==> src/rtl/nibreg_pkg.sv <==
package nibreg_pkg;

  localparam int NIB_W_DFLT = 4;

  typedef enum logic [3:0] {
    OPC_ADDR_LO = 4'h0,
    OPC_ADDR_HI = 4'h1,
    OPC_DATA_LO = 4'h2,
    OPC_DATA_HI = 4'h3,
    OPC_READ    = 4'h4,
    OPC_READ_NX = 4'h5
  } opc_e;

endpackage

==> src/rtl/nibreg_decode.sv <==
module nibreg_decode #(
  parameter int NIB_W = nibreg_pkg::NIB_W_DFLT
) (
  input  logic               cmd_valid,
  input  logic               cmd_ready,
  input  logic [2*NIB_W-1:0] cmd_byte,
  output logic               fire,
  output logic               is_alo,
  output logic               is_ahi,
  output logic               is_dlo,
  output logic               is_dhi,
  output logic               is_rd,
  output logic               is_rdn,
  output logic [NIB_W-1:0]   payload
);
  import nibreg_pkg::*;

  localparam int BYTE_W = 2 * NIB_W;

  function automatic logic [NIB_W-1:0] opc_field(input logic [BYTE_W-1:0] b);
    return b[BYTE_W-1:NIB_W];
  endfunction

  function automatic logic [NIB_W-1:0] pay_field(input logic [BYTE_W-1:0] b);
    return b[NIB_W-1:0];
  endfunction

  logic [NIB_W-1:0] opc;

  assign fire    = cmd_valid & cmd_ready;
  assign opc     = opc_field(cmd_byte);
  assign payload = pay_field(cmd_byte);

  always_comb begin
    is_alo = 1'b0;
    is_ahi = 1'b0;
    is_dlo = 1'b0;
    is_dhi = 1'b0;
    is_rd  = 1'b0;
    is_rdn = 1'b0;
    if (fire) begin
      if (opc == NIB_W'(OPC_ADDR_LO)) is_alo = 1'b1;
      if (opc == NIB_W'(OPC_ADDR_HI)) is_ahi = 1'b1;
      if (opc == NIB_W'(OPC_DATA_LO)) is_dlo = 1'b1;
      if (opc == NIB_W'(OPC_DATA_HI)) is_dhi = 1'b1;
      if (opc == NIB_W'(OPC_READ))    is_rd  = 1'b1;
      if (opc == NIB_W'(OPC_READ_NX)) is_rdn = 1'b1;
    end
  end

endmodule

==> src/rtl/nibreg_ptr.sv <==
module nibreg_ptr #(
  parameter int NIB_W = nibreg_pkg::NIB_W_DFLT
) (
  input  logic               clk,
  input  logic               rst_n,
  input  logic               ld_lo,
  input  logic               ld_hi,
  input  logic               bump,
  input  logic [NIB_W-1:0]   nib,
  output logic [2*NIB_W-1:0] ptr
);
  localparam int LANES = 2;
  localparam int W     = LANES * NIB_W;

  function automatic logic [W-1:0] step(input logic [W-1:0] a);
    return W'(a + 1'b1);
  endfunction

  logic [W-1:0]     ptr_q;
  logic [W-1:0]     base;
  logic [W-1:0]     ptr_d;
  logic [LANES-1:0] lane_ld;

  assign lane_ld = {ld_hi, ld_lo};
  assign base    = bump ? step(ptr_q) : ptr_q;

  for (genvar g = 0; g < LANES; g++) begin : g_lane
    assign ptr_d[g*NIB_W +: NIB_W] = lane_ld[g] ? nib : base[g*NIB_W +: NIB_W];
  end

  always_ff @(posedge clk or negedge rst_n) begin
    if (!rst_n) ptr_q <= '0;
    else        ptr_q <= ptr_d;
  end

  assign ptr = ptr_q;

endmodule

==> src/rtl/nibreg_wpath.sv <==
module nibreg_wpath #(
  parameter int NIB_W = nibreg_pkg::NIB_W_DFLT
) (
  input  logic               clk,
  input  logic               rst_n,
  input  logic               ld_lo,
  input  logic               commit,
  input  logic [NIB_W-1:0]   nib,
  input  logic [2*NIB_W-1:0] addr,
  output logic               wr_stb,
  output logic [2*NIB_W-1:0] wr_sel,
  output logic [2*NIB_W-1:0] wr_byte
);
  localparam int W = 2 * NIB_W;

  function automatic logic [W-1:0] join_nib(input logic [NIB_W-1:0] hi,
                                            input logic [NIB_W-1:0] lo);
    return {hi, lo};
  endfunction

  logic [NIB_W-1:0] hold_q;

  always_ff @(posedge clk or negedge rst_n) begin
    if (!rst_n)     hold_q <= '0;
    else if (ld_lo) hold_q <= nib;
  end

  always_ff @(posedge clk or negedge rst_n) begin
    if (!rst_n) begin
      wr_stb  <= 1'b0;
      wr_sel  <= '0;
      wr_byte <= '0;
    end else begin
      wr_stb <= commit;
      if (commit) begin
        wr_sel  <= addr;
        wr_byte <= join_nib(nib, hold_q);
      end
    end
  end

endmodule

==> src/rtl/nibreg_rdret.sv <==
module nibreg_rdret #(
  parameter int NIB_W = nibreg_pkg::NIB_W_DFLT
) (
  input  logic               clk,
  input  logic               rst_n,
  input  logic               take,
  input  logic [2*NIB_W-1:0] rdata,
  output logic               ret_valid,
  output logic [2*NIB_W-1:0] ret_byte
);
  always_ff @(posedge clk or negedge rst_n) begin
    if (!rst_n) begin
      ret_valid <= 1'b0;
      ret_byte  <= '0;
    end else begin
      ret_valid <= take;
      if (take) ret_byte <= rdata;
    end
  end

endmodule

==> src/rtl/nibreg_slave.sv <==
module nibreg_slave #(
  parameter int NIB_W = nibreg_pkg::NIB_W_DFLT
) (
  input  logic               clk,
  input  logic               rst_n,
  input  logic               cmd_valid,
  output logic               cmd_ready,
  input  logic [2*NIB_W-1:0] cmd_byte,
  output logic [2*NIB_W-1:0] reg_sel,
  input  logic [2*NIB_W-1:0] reg_rdata,
  output logic               wr_stb,
  output logic [2*NIB_W-1:0] wr_sel,
  output logic [2*NIB_W-1:0] wr_byte,
  output logic               ret_valid,
  output logic [2*NIB_W-1:0] ret_byte
);
  logic             rdy_q;
  logic             evt_fire;
  logic             evt_alo;
  logic             evt_ahi;
  logic             evt_dlo;
  logic             evt_commit;
  logic             evt_read;
  logic             evt_readnx;
  logic             evt_take;
  logic             evt_bump;
  logic [NIB_W-1:0] pay;

  always_ff @(posedge clk or negedge rst_n) begin
    if (!rst_n) rdy_q <= 1'b0;
    else        rdy_q <= 1'b1;
  end
  assign cmd_ready = rdy_q;

  nibreg_decode #(.NIB_W(NIB_W)) u_dec (
    .cmd_valid (cmd_valid),
    .cmd_ready (rdy_q),
    .cmd_byte  (cmd_byte),
    .fire      (evt_fire),
    .is_alo    (evt_alo),
    .is_ahi    (evt_ahi),
    .is_dlo    (evt_dlo),
    .is_dhi    (evt_commit),
    .is_rd     (evt_read),
    .is_rdn    (evt_readnx),
    .payload   (pay)
  );

  assign evt_take = evt_read | evt_readnx;
  assign evt_bump = evt_commit | evt_readnx;

  nibreg_ptr #(.NIB_W(NIB_W)) u_ptr (
    .clk   (clk),
    .rst_n (rst_n),
    .ld_lo (evt_alo),
    .ld_hi (evt_ahi),
    .bump  (evt_bump),
    .nib   (pay),
    .ptr   (reg_sel)
  );

  nibreg_wpath #(.NIB_W(NIB_W)) u_wr (
    .clk     (clk),
    .rst_n   (rst_n),
    .ld_lo   (evt_dlo),
    .commit  (evt_commit),
    .nib     (pay),
    .addr    (reg_sel),
    .wr_stb  (wr_stb),
    .wr_sel  (wr_sel),
    .wr_byte (wr_byte)
  );

  nibreg_rdret #(.NIB_W(NIB_W)) u_rd (
    .clk       (clk),
    .rst_n     (rst_n),
    .take      (evt_take),
    .rdata     (reg_rdata),
    .ret_valid (ret_valid),
    .ret_byte  (ret_byte)
  );

endmodule

==> config.mk <==
export PLATFORM = sky130hd
export DESIGN_NAME = nibreg_slave
export DESIGN_NICKNAME = d
export VERILOG_FILES = /design/src/rtl/nibreg_pkg.sv /design/src/rtl/nibreg_decode.sv /design/src/rtl/nibreg_ptr.sv /design/src/rtl/nibreg_wpath.sv /design/src/rtl/nibreg_rdret.sv /design/src/rtl/nibreg_slave.sv
export SDC_FILE = /design/constraint.sdc
export NUM_CORES = 1
export LEC_CHECK = 0
export BUFFER_PORTS_ARGS = -buffer_cell sky130_fd_sc_hd__buf_4
export CORE_MARGIN = 2
export CORE_UTILIZATION = 50
export CTS_CLUSTER_DIAMETER = 30
export DETAILED_ROUTE_END_ITERATION = 7
export PLACE_DENSITY_LB_ADDON = 0.08
export RECOVER_POWER = 50
export SETUP_SLACK_MARGIN = 0.15
export SLEW_MARGIN = 10
export SYNTH_ARGS = -nofsm -noshare
export SYNTH_HDL_FRONTEND = slang
export SYNTH_SLANG_ARGS = --single-unit
==> constraint.sdc <==
create_clock -name clk -period 1.9 [get_ports clk]
set_input_delay 0 -clock clk [delete_from_list [all_inputs] [get_ports clk]]
set_output_delay 0 -clock clk [all_outputs]
set_load 0.05 [all_outputs]
==> results.tsv <==
stage	metric	value	unit
synth	synth_common_cells	dfrtp_1, mux2_2, nor2_1, a21oi_1	
grt	grt_pass1_vias	1280	
synth	syn_area_per_cell	13.8	um^2
placement	dpl_cell_area	2130	um^2
clock_tree	clock_sinks	39	
layout	layout-drive-gt1-share	0.394	
synth	synth_warnings	0	
placement	place.gp.congestion	0.778	
critical_path	start_kind	primary input	
grt	met1_usage	0.242	
layout	register_area	977	um^2
grt	met3_usage	0.0543	
sta	period_needed	1580	ps
layout	diodes	0	
drt	via_per_inst	5.08	
grt	grt-ovfl-total	0	
hold_path	hp-class	in -> reg	
grt	grt_max_degree	40	
synth	synth-seq-cells	39	
floorplan	ioPinCount	54	
clock_tree	cts_root_buffer	clkbuf_4	
sta	fmax	633	MHz
floorplan	core_area	3280	um^2
critical_path	crit_required	2180	ps
placement	hpwlAfterDp	2450	um
synth	ys.flop_type	dfrtp_1	
grt	grt_use_met2	0.336	
critical_path	criticalPathCategory	in -> reg	
placement	dp.cells	220	
power_and_ir_drop	p_leak	1.05	nW
critical_path	crit_path_max_fanout	6	
synth	yosys-top-cells-area	dfrtp_1, mux2_2, xnor2_1	
layout	fill_cells	263	
floorplan	die_x	62.3	um
critical_path	critPathArrivalTime	1860	ps
grt	grt_pass1_wl	5980	um
sta	hold_slack	97.4	ps
layout	fin_util	0.696	
drt	ant_nets	0	
clock_tree	cts-htree-levels	2	
drt	drc_errors	0	
synth	yosysTopAreaCell	dfrtp_1	
clock_tree	clkLatencyLatePin	340	ps
floorplan	start_util	0.517	
layout	finalNetCount	217	
sta	skew	8.72	ps
clock_tree	clk_pin_slew	100	ps
synth	syn_inst	123	
floorplan	die_y	62.3	um
sta	hold_viol	0	
sta	setup_tns	0	ps
layout	multi_input_area	687	um^2
drt	post_drt_wl_per_cell	14.4	um
layout	final_area	2280	um^2
layout	fin_cells	244	
synth	netlist_area	1700	um^2
synth	seq_area_frac_synth	0.575	
grt	grt_use_total	0.195	
power_and_ir_drop	powerDensity	1190	nW/um^2
clock_tree	cts_buffers	5	
sta	slew_viol_final	0	
synth	synth_edf_count	0	
floorplan	rows	21	
sta	worst_pin_slew	940	ps
drt	drt_iter0_drc	34	
grt	antenna_found_initial	0	
layout	syn_to_final_growth	34.7	%
synth	synth_top_area_share	0.575	
drt	first_pass_iters	4	
synth	syn_nets	143	
status	status	finished clean	
drt	vias	1239	
clock_tree	clk_path_buf_depth	2	
drt	routed_wl	3510	um
floorplan	die_area	3880	um^2
grt	grt-busiest-layer	met2	
power_and_ir_drop	peakVddDrop	0.647	mV
synth	ys_types	32	
clock_tree	cts_tree	built	
sta	rsz0062_at_grt	no	
synth	yosysMostFrequentCell	dfrtp_1	
sta	setup_viol	0	
synth	synthArstFlopShare	1.00	
critical_path	end_kind	register	
job	cap_violations	0	
placement	io_buffers	53	
sta	max_slew_margin	0.374	
sta	min_period_over_period	0.831	
## final timing paths
| check | from | to | slack (ps) | cells after the start |
|---|---|---|---|---|
| worst max-delay path | cmd_byte[7] | u_ptr.ptr[6]$_DFFE_PN0P_ | 320 | 6 |
| worst min-delay path | cmd_valid | u_rd.ret_valid$_DFF_PN0_ | 100 | 3 |
| worst max register to register | cmd_ready$_DFF_PN0_ | u_rd.ret_byte[5]$_DFFE_PN0P_ | 340 | 3 |
| worst min register to register | u_wr.wr_sel[4]$_DFFE_PN0P_ | u_wr.wr_sel[4]$_DFFE_PN0P_ | 490 | 2 |
| max in group asynchronous | rst_n | cmd_ready$_DFF_PN0_ | 950 | 2 |
| min in group asynchronous | rst_n | u_wr.wr_byte[3]$_DFFE_PN0P_ | 330 | 2 |
## where the power goes
| group | internal (mW) | total, mW | switching [mW] |
|---|---|---|---|
| logic | 0.353 | 1.13 | 0.778 |
| registers | 1.01 | 1.16 | 0.152 |
| clock network | 0.179 | 0.436 | 0.257 |
| total | 1.54 | 2.73 | 1.19 |
## kinds of logic after synthesis
logic type               count (synthesis)  share of synthesized area
multiplexers                            28                      0.185
buffers and inverters                    5                     0.0199
XOR/XNOR                                 4                     0.0206
AO/OA/AOI/OAI                           16                     0.0752
adder cells (fa/ha/maj)                  1                    0.00737
flip-flops                              39                      0.575
other                                    1                    0.00221
AND/OR/NAND/NOR                         29                      0.114
## worst max-delay path, cell delays in order
cell	delay, ps
dlygate4sd3_1	550
buf_4	160
nand4b_1	310
or2_1	350
nor4_1	320
a221o_1	160
## per-stage QoR
step | total power [mW] | setup slack, ps
4_1_cts | 2.80 | 307
2_1_floorplan | 1.95 | 217
3_3_place_gp | 2.31 | 390
5_1_grt | 2.87 | 232
3_5_place_dp | 2.34 | 338
6_report | 2.73 | 321
## layout make-up
| type | instances | area share |
|---|---|---|
| flip-flops and latches | 39 | 0.428 |
| multi-input cells | 79 | 0.301 |
| repair buffers | 69 | 0.215 |
| well taps | 46 | 0.0252 |
| clock buffers | 7 | 0.0241 |
| inverters | 3 | 0.00493 |
| clock inverters | 1 | 0.00219 |
## state kept, by name, summed over array words and instances (netlist names)
name,cells
cmd_ready,1
u_ptr.ptr,8
u_rd.ret_byte,8
u_rd.ret_valid,1
u_wr.hold_q,4
u_wr.wr_byte,8
u_wr.wr_sel,8
u_wr.wr_stb,1
## repair_timing
item / 4_1_cts / 5_1_grt
hold endpoints to repair: 63 / 0
buffers inserted: 0 / 0
hold buffers: 16 / 0
resized for setup: 0 / 0
## placed cells by master (no fill, tap or decap), types with 3 or more instances in the layout
| master | count |
|---|---|
| a21oi_1 | 5 |
| buf_4 | 35 |
| clkbuf_1 | 18 |
| clkbuf_4 | 5 |
| dfrtp_1 | 38 |
| dlygate4sd3_1 | 16 |
| mux2_2 | 27 |
| nand2_1 | 4 |
| nand3_1 | 3 |
| nor2_1 | 7 |
| nor3_1 | 3 |
| o21ai_0 | 4 |
| xnor2_1 | 4 |
## routing by layer
metal	vias up	part of all wire
met1	609	0.44
met2	34	0.50
met3	4	0.058
li1	592	-
met5	-	0
met4	0	0.0083
Note: power is estimated with default switching activity, not from simulation.
